<file path="config.mk">
export PLATFORM = sky130hd
export DESIGN_NAME = opwait_station_bank
export DESIGN_NICKNAME = d
export VERILOG_FILES = /design/src/rtl/opwait_pkg.sv /design/src/rtl/opwait_src_resolve.sv /design/src/rtl/opwait_station.sv /design/src/rtl/opwait_station_bank.sv
export SDC_FILE = /design/constraint.sdc
export NUM_CORES = 1
export LEC_CHECK = 0
export ABC_AREA = 0
export CAP_MARGIN = 20
export CORE_MARGIN = 4
export CORE_UTILIZATION = 40
export CTS_CLUSTER_DIAMETER = 200
export CTS_CLUSTER_SIZE = 20
export DETAILED_ROUTE_END_ITERATION = 8
export DONT_BUFFER_PORTS = 1
export GPL_TIMING_DRIVEN = 0
export PLACE_DENSITY = 0.53
export SLEW_MARGIN = 20
export SYNTH_ARGS = -nofsm -noshare
export SYNTH_HDL_FRONTEND = slang
export SYNTH_SLANG_ARGS = --single-unit
</file>
<file path="constraint.sdc">
create_clock -name clk -period 3.94 [get_ports clk]
set_input_delay 0.394 -clock clk [delete_from_list [all_inputs] [get_ports clk]]
set_output_delay 0.394 -clock clk [all_outputs]
set_load 0.02 [all_outputs]
</file>
<file path="src/rtl/opwait_pkg.sv">
package opwait_pkg;
  localparam int unsigned UNIT_CLASSES = 5;
  localparam int unsigned SRC_PER_OP   = 2;

  typedef enum logic [2:0] {
    UC_ALU   = 3'd0,
    UC_LOAD  = 3'd1,
    UC_STORE = 3'd2,
    UC_FPA   = 3'd3,
    UC_FPB   = 3'd4
  } unit_class_e;
endpackage

</file>
<file path="src/rtl/opwait_src_resolve.sv">
module opwait_src_resolve #(
  parameter int unsigned TAG_W  = 4,
  parameter int unsigned DATA_W = 32
) (
  input  logic [TAG_W-1:0]  src_tag,
  input  logic              rob_rdy,
  input  logic [DATA_W-1:0] rf_val,
  input  logic [DATA_W-1:0] rob_val,
  input  logic              bus_valid,
  input  logic [TAG_W-1:0]  bus_tag,
  input  logic [DATA_W-1:0] bus_value,
  output logic [TAG_W-1:0]  res_tag,
  output logic [DATA_W-1:0] res_val
);
  // priority: register file, reorder buffer, same-cycle bus, else wait
  always_comb begin
    res_tag = '0;
    res_val = '0;
    if (src_tag == '0) begin
      res_val = rf_val;
    end else if (rob_rdy) begin
      res_val = rob_val;
    end else if (bus_valid && (bus_tag == src_tag)) begin
      res_val = bus_value;
    end else begin
      res_tag = src_tag;
    end
  end
endmodule

</file>
<file path="src/rtl/opwait_station.sv">
module opwait_station #(
  parameter int unsigned TAG_W  = 4,
  parameter int unsigned DATA_W = 32,
  parameter int unsigned OP_W   = 4
) (
  input  logic                clk,
  input  logic                rst,
  input  logic                flush,
  input  logic                alloc,
  input  logic [OP_W-1:0]     alloc_op,
  input  logic [TAG_W-1:0]    alloc_dest,
  input  logic [1:0][TAG_W-1:0]  alloc_tag,
  input  logic [1:0][DATA_W-1:0] alloc_val,
  input  logic                bus_valid,
  input  logic [TAG_W-1:0]    bus_tag,
  input  logic [DATA_W-1:0]   bus_value,
  input  logic                grant,
  output logic                occupied,
  output logic                offer,
  output logic [OP_W-1:0]     op_q,
  output logic [TAG_W-1:0]    dest_q,
  output logic [DATA_W-1:0]   v1_q,
  output logic [DATA_W-1:0]   v2_q
);
  logic [1:0][TAG_W-1:0]  wait_tag;
  logic [1:0][DATA_W-1:0] opnd;

  always_ff @(posedge clk) begin
    if (rst || flush) begin
      occupied <= 1'b0;
      op_q     <= '0;
      dest_q   <= '0;
      wait_tag <= '0;
      opnd     <= '0;
    end else if (alloc) begin
      occupied <= 1'b1;
      op_q     <= alloc_op;
      dest_q   <= alloc_dest;
      wait_tag <= alloc_tag;
      opnd     <= alloc_val;
    end else begin
      if (offer && grant) occupied <= 1'b0;
      for (int s = 0; s < 2; s++) begin
        if (occupied && bus_valid && (wait_tag[s] != '0) && (bus_tag == wait_tag[s])) begin
          wait_tag[s] <= '0;
          opnd[s]     <= bus_value;
        end
      end
    end
  end

  assign offer = occupied && (wait_tag[0] == '0) && (wait_tag[1] == '0);
  assign v1_q  = opnd[0];
  assign v2_q  = opnd[1];

  // an unaccepted offer keeps its payload
  p_offer_hold_r9: assert property (@(posedge clk) disable iff (rst)
    (offer && !grant && !flush) |=> (offer && $stable(op_q) && $stable(dest_q) && $stable(v1_q) && $stable(v2_q)));

  // acceptance frees the station
  p_free_on_grant_r10: assert property (@(posedge clk) disable iff (rst)
    (offer && grant && !flush) |=> !occupied);

  // flush empties the station
  p_flush_empties_r11: assert property (@(posedge clk) disable iff (rst)
    flush |=> !occupied);

  generate
    for (genvar s = 0; s < 2; s++) begin : g_wake_chk
      // matching bus result is captured
      p_bus_wake_r6: assert property (@(posedge clk) disable iff (rst)
        (occupied && !flush && !alloc && bus_valid && (wait_tag[s] != '0) && (bus_tag == wait_tag[s]))
        |=> ((wait_tag[s] == '0) && (opnd[s] == $past(bus_value))));
    end
  endgenerate
endmodule

</file>
<file path="src/rtl/opwait_station_bank.sv">
module opwait_station_bank
  import opwait_pkg::*;
#(
  parameter int unsigned NUM_RS = UNIT_CLASSES,
  parameter int unsigned TAG_W  = 4,
  parameter int unsigned DATA_W = 32,
  parameter int unsigned OP_W   = 4,
  localparam int unsigned UNIT_W = $clog2(NUM_RS + 1)
) (
  input  logic                           clk,
  input  logic                           rst,
  input  logic                           flush,
  input  logic                           disp_valid,
  output logic                           disp_ready,
  input  logic [UNIT_W-1:0]              disp_unit,
  input  logic [OP_W-1:0]                disp_op,
  input  logic [TAG_W-1:0]               disp_dest,
  input  logic [1:0][TAG_W-1:0]          disp_src_tag,
  input  logic [1:0]                     disp_src_rob_rdy,
  input  logic [1:0][DATA_W-1:0]         disp_src_rf_val,
  input  logic [1:0][DATA_W-1:0]         disp_src_rob_val,
  input  logic                           bus_valid,
  input  logic [TAG_W-1:0]               bus_tag,
  input  logic [DATA_W-1:0]              bus_value,
  output logic [NUM_RS-1:0]              iss_valid,
  input  logic [NUM_RS-1:0]              iss_ready,
  output logic [NUM_RS-1:0][OP_W-1:0]    iss_op,
  output logic [NUM_RS-1:0][TAG_W-1:0]   iss_dest,
  output logic [NUM_RS-1:0][DATA_W-1:0]  iss_v1,
  output logic [NUM_RS-1:0][DATA_W-1:0]  iss_v2
);
  logic [1:0][TAG_W-1:0]  rslv_tag;
  logic [1:0][DATA_W-1:0] rslv_val;
  logic [NUM_RS-1:0]      occ;
  logic [NUM_RS-1:0]      alloc;
  logic                   sel_occ;

  generate
    for (genvar s = 0; s < SRC_PER_OP; s++) begin : g_src
      opwait_src_resolve #(.TAG_W(TAG_W), .DATA_W(DATA_W)) u_rslv (
        .src_tag   (disp_src_tag[s]),
        .rob_rdy   (disp_src_rob_rdy[s]),
        .rf_val    (disp_src_rf_val[s]),
        .rob_val   (disp_src_rob_val[s]),
        .bus_valid (bus_valid),
        .bus_tag   (bus_tag),
        .bus_value (bus_value),
        .res_tag   (rslv_tag[s]),
        .res_val   (rslv_val[s])
      );
    end
  endgenerate

  // out-of-range unit codes look permanently occupied
  always_comb begin
    sel_occ = 1'b1;
    for (int u = 0; u < NUM_RS; u++) begin
      if (disp_unit == UNIT_W'(u)) sel_occ = occ[u];
    end
  end

  assign disp_ready = !flush && !sel_occ;

  generate
    for (genvar u = 0; u < NUM_RS; u++) begin : g_rs
      assign alloc[u] = disp_valid && disp_ready && (disp_unit == UNIT_W'(u));

      opwait_station #(.TAG_W(TAG_W), .DATA_W(DATA_W), .OP_W(OP_W)) u_station (
        .clk        (clk),
        .rst        (rst),
        .flush      (flush),
        .alloc      (alloc[u]),
        .alloc_op   (disp_op),
        .alloc_dest (disp_dest),
        .alloc_tag  (rslv_tag),
        .alloc_val  (rslv_val),
        .bus_valid  (bus_valid),
        .bus_tag    (bus_tag),
        .bus_value  (bus_value),
        .grant      (iss_ready[u]),
        .occupied   (occ[u]),
        .offer      (iss_valid[u]),
        .op_q       (iss_op[u]),
        .dest_q     (iss_dest[u]),
        .v1_q       (iss_v1[u]),
        .v2_q       (iss_v2[u])
      );
    end
  endgenerate

  // unknown unit codes are never accepted
  p_bad_unit_refused_r12: assert property (@(posedge clk) disable iff (rst)
    (disp_unit >= UNIT_W'(NUM_RS)) |-> !disp_ready);
endmodule

</file>
=== Yosys cells after proc, flatten, opt, wreduce, memory -nomap -nowiden ===
Cells that the tools add are included.

* Eq/ne operators: 16
* Mux-type cells: 57
* Reductions and logical operators: 90

{| class="wikitable"
|+ Operators by type and width
! operator !! count
|-
| 2-to-1 mux 32 bit || 16
|-
| 2-to-1 mux 64 bit || 5
|-
| 2-to-1 mux 4 bit || 16
|-
| logical AND 1 bit || 49
|-
| == test 4 bit || 12
|-
| zero test 4 bit || 12
|-
| 2-to-1 mux 8 bit || 5
|-
| nonzero test 4 bit || 10
|-
| nonzero test 2 bit || 15
|-
| 2-to-1 mux 1 bit || 15
|-
| == test 3 x 2 -> 1 bit, second input constant || 2
|-
| == test 3 x 1 -> 1 bit, second input constant || 1
|-
| == test 3 bit, second input constant || 1
|-
| zero test 3 bit || 1
|-
| zero test 1 bit || 2
|-
| logical OR 1 bit || 1
|}

* Logic and storage cells: 198
* Output and inout port bits: 366
* Register bits: 405

=== Logic depth before layout (Yosys ltp) ===
* Depth after elaboration: 11
* Gate-level depth with buffers: 8

=== By module ===
A second synthesis with hierarchy kept.

* Cell total of the unflattened synthesis: 2431
* Area, all modules: 22180.0 µm²

{| class="wikitable"
|+ Modules (own cells, without submodules)
! module !! sequential area each (µm²) !! area each (µm²) !! instances !! cells each
|-
| opwait_station || 1621.6 || 3981.3 || 5 || 404
|-
| opwait_src_resolve || 0.0 || 1079.8 || 2 || 197
|-
| opwait_station_bank || 0.0 || 113.9 || 1 || 17
|}

=== Worst setup path before layout ===
OpenSTA, ideal clock, no wires.

* Kind: input to register
* Start point: input flush
* End point: register g_rs[0].u_station.opnd, in the netlist g_rs[0].u_station.v2_q[29]
* Setup slack: 1.885 ns
* Stages: 7
* Arrival: 1.916 ns
* Data required time: 3.801 ns
* Path buffers: 3
* Cells stage by stage: buf_2 -> or4b_4 -> or3_1 -> buf_2 -> buf_6 -> nand3_1 -> o221ai_1

* Longest elaborated chain between the ends: 5

{| class="wikitable"
|+ Ends and longest elaborated chain
! what !! RTL line !! text
|-
| start, declared || opwait_station_bank.sv:12 || <nowiki>input logic flush,</nowiki>
|-
| zero test 1 bit || opwait_station_bank.sv:62 || <nowiki>assign disp_ready = !flush && !sel_occ;</nowiki>
|-
| logical AND 1 bit || opwait_station_bank.sv:62 ||
|-
| logical AND 1 bit (2 in series) || opwait_station_bank.sv:66 || <nowiki>assign alloc[u] = disp_valid && disp_ready && (disp_unit == UNIT_W'(u));</nowiki>
|-
| 2-to-1 mux 64 bit / nonzero test 2 bit (equally long branches) || - ||
|-
| end signal, assigned || opwait_station.sv:40 || <nowiki>opnd <= alloc_val;</nowiki>
|-
| end signal, assigned by index || opwait_station.sv:46 || <nowiki>opnd[s] <= bus_value;</nowiki>
|-
| end, declared || opwait_station.sv:26 || <nowiki>logic [1:0][DATA_W-1:0] opnd;</nowiki>
|}

Several ways; a longest one is shown, not always the timed one.
A chain may end at the register's enable or synchronous reset.

=== Final worst setup path ===
* Start point: register g_rs[1].u_station.wait_tag[7] (netlist bit)
* End point: register g_rs[1].u_station.opnd, in the netlist g_rs[1].u_station.v2_q[7]

* Longest elaborated chain between the ends: 4

{| class="wikitable"
|+ Ends and longest elaborated chain
! what !! RTL line !! text
|-
| start, declared || opwait_station.sv:25 || <nowiki>logic [1:0][TAG_W-1:0] wait_tag;</nowiki>
|-
| start signal, assigned || opwait_station.sv:39 || <nowiki>wait_tag <= alloc_tag;</nowiki>
|-
| nonzero test 4 bit || opwait_station.sv:44 || <nowiki>if (occupied && bus_valid && (wait_tag[s] != '0) && (bus_tag == wait_tag[s])) begin</nowiki>
|-
| logical AND 1 bit || opwait_station.sv:44 ||
|-
| logical AND 1 bit * || opwait_station.sv:44 ||
|-
| nonzero test 2 bit (no source line) * || - ||
|-
| end signal, assigned || opwait_station.sv:40 ||
|-
| end signal, assigned by index || opwait_station.sv:46 ||
|-
| end, declared || opwait_station.sv:26 ||
|}

Mark *: on every way between the ends. The rest lies on a longest branch, timed or not.

==> flow_summary.ini <==
[cells_and_area]
drive_gt1_frac = 0.07301
n_fill_cell = 4761
seq_area_mm2 = 0.008108
layout.nets = 2414
multi_input_area_mm2 = 0.009846
syn_to_final_growth_pct = 8.313
final_cell_mix = 405 x dfxtp_1, 398 x nand2_1, 320 x o221ai_1, 308 x nand3_1, 176 x clkbuf_1
layout_commonest_cell = dfxtp_1
fin_cells = 2837

[synth]
synth_nets = 2376
synth_top_family_by_area = compound AO/OA/AOI/OAI gates
synth_compound_area_frac = 0.2651
synth_flop_cell = dfxtp_1
ys_async_sr_fraction = 0
netlist_area_mm2 = 0.01895
avgSynthCellArea_um2 = 8.688
synthXorXnorAreaFrac = 0.01756
ys_ff_latch = 405
syn_inst = 2181
ys_types = 47
seq_area_frac_synth = 0.4279
synthSimpleGateAreaFrac = 0.2350
synth_fa_ha_area_frac = 0
synth_edf_count = 0
yosysWarningCount = 0
synth_mux_area_frac = 0.0005283

[floorplan]
initial_core_util = 0.4061
pin_count = 561
die_h_um = 225.6
row_count = 79
fp.dieArea_mm2 = 0.05092
coreArea_mm2 = 0.04665
dieWidth_um = 225.6

[clocking]
clk_latency_ns = 0.58
cts_buffers = 24
ctsResizeCount = 0
cts_tree = yes
cts-root-buf = clkbuf_16
cts_max_path_buffers = 3
cts.sinks = 405
htree_num_levels = 1
clk_pin_slew_worst_paths_ns = 0.10

[timing]
post-route-period-util = 0.7921
min_period_ns = 3.121
fmax_mhz = 320.4
rsz0062_at_grt = no
worst_pin_slew_ns = 1.168
hold_viol = 0
finalSetupViolCount = 0
relSlewSlack = 0.2183
finalSetupTns_ns = 0
finClkSkew_ns = 0.02079
slew_viol_final = 0

[grt]
grt_max_degree = 21
gr-total-overflow = 0
grt_antenna_before_repair = 15
grt_pass1_vias = 19023
grt_use_total = 0.4177
grt_pass1_wl_mm = 152.7

[pwr]
intPower_w = 0.005424
p_sw_w = 0.002081
swShare = 0.2773
power_density_mw_per_mm2 = 365.7
seqPwrFrac = 0.551
peakVddDrop_v = 0.0002829
pwr-share-comb = 0.095
clockPowerShare = 0.354
leakagePower_nw = 6.569

[placed_design]
dp_hpwl_mm = 85.81
dp.cells = 2789
port_buffers = 0
gp_congestion = 0.9803

[run]
max_cap_violations = 0

[route]
drt-pass1-iter-count = 8
final_antenna_net_count = 0
viasPerCell = 7.186
routed_wl_mm = 112.0
drt-initial-drc-count = 2815
drcViolationCount = 0
vias = 20387
wl_per_cell_um = 39.47

[setup_path]
crit_required_ns = 4.45
cp-start-kind = flip-flop
end_kind = flip-flop
critical_path.max_fanout = 10
critical_path_class = flip-flop to flip-flop
crit_arrival_ns = 3.63

[status]
outcome = finished clean

[worst_hold_path]
hold_path_class = primary input to flip-flop
[power groups by stage]
stage | clock network [W] | logic [W] | registers (W)
after floorplan | 0 | 0.000416 | 0.00422
after global placement | 0 | 0.000665 | 0.00423
after detailed placement | 0 | 0.000670 | 0.00423
after CTS | 0.00264 | 0.000686 | 0.00413
after global routing | 0.00277 | 0.000734 | 0.00413
final | 0.00266 | 0.000712 | 0.00413
[stage by stage]
stage | setup slack (ns) | instance area, um^2 | hold slack [ns] | total power, W | utilization
final | 0.8190 | 20520 | 0.02033 | 0.007505 | 0.4399
after global routing | 0.7684 | 20510 | 0.03063 | 0.007638 | 0.4396
after CTS | 0.8176 | 20490 | 0.009283 | 0.007458 | 0.4391
after detailed placement | 0.6454 | 19750 | 0.4900 | 0.004898 | 0.4232
after global placement | 0.5057 | 19710 | 0.4814 | 0.004893 | 0.4224
after floorplan | 1.885 | 18950 | 0.4654 | 0.004636 | -
[per-layer routing]
| layer | GRT usage | routed length, um | part of all wire |
|---|---|---|---|
| met5 | 0 | 23 | 0.00021 |
| met3 | 0.1474 | 15100 | 0.13 |
| met2 | 0.6523 | 49570 | 0.44 |
| met4 | 0.2053 | 6775 | 0.061 |
| met1 | 0.5143 | 40510 | 0.36 |
[sequential cells by signal (all words and copies together), names as in the netlist]
register and count:
g_rs.u_station.occupied 5, g_rs.u_station.op_q 20, g_rs.u_station.v1_q 160, g_rs.u_station.v2_q 160, g_rs.u_station.wait_tag 40, g_rs.u_station.dest_q 20
[final timing paths]
check | startpoint | endpoint | slack (ns) | cells past startpoint
worst max-delay path | g_rs[1].u_station.wait_tag[7] | g_rs[1].u_station.v2_q[7] | 0.82 | 7
worst min-delay path | bus_value[31] | g_rs[0].u_station.v1_q[31] | 0.02 | 2
worst max register to register | g_rs[1].u_station.wait_tag[7] | g_rs[1].u_station.v2_q[7] | 0.82 | 7
worst min register to register | g_rs[0].u_station.wait_tag[5] | g_rs[0].u_station.wait_tag[5] | 0.51 | 2
[kinds of logic (layout without fill, tap and decap cells)]
family,after synthesis,after routing
AOI/OAI and AO/OA,548,548
DFF,405,405
muxes,1,1
xor gates and xnor gates,38,38
buffers and inverters,234,272
other,0,11
and+or+nand+nor,955,955
[Yosys cell counts (11+ instances only)]
cell      number  area share
a21oi_1       57       0.015
a221oi_2      36       0.029
a221oi_4      22       0.031
and3_1        64       0.021
buf_2         31      0.0082
buf_4         11      0.0044
clkbuf_1     177       0.035
dfxtp_1      405        0.43
nand2_1      398       0.079
nand3_1      308       0.081
nand4_1       19      0.0063
nor2_1        83       0.016
nor3_1        23      0.0061
o21a_1        58       0.023
o21ai_0       17      0.0045
o21ai_1       13      0.0034
o221ai_1     320        0.15
o22ai_1       12      0.0040
xor2_1        28       0.013
[repair_timing]
action,in CTS,in global routing
endpoints found under the hold margin,42,0
setup buffers,0,0
hold buffers,10,0
[final cells by class]
| type | instances | share of cell area |
|---|---|---|
| plain buffers | 234 | 0.04981 |
| repair buffers | 12 | 0.005792 |
| clock inverters | 1 | 0.0007925 |
| clock buffers | 25 | 0.03048 |
| flip-flops and latches | 405 | 0.3951 |
| well taps | 607 | 0.03701 |
| multi-input cells | 1542 | 0.4797 |
| diodes | 11 | 0.001341 |
[critical path, cell delays in order, from the launching register on]
cell      delay, ns
dfxtp_1        0.35
xor2_1         0.16
or4_1          0.54
a21oi_1        0.82
buf_2          0.50
buf_2          0.39
nand2_1        0.18
o221ai_1       0.10
Note: power is estimated with default switching activity, not from simulation.
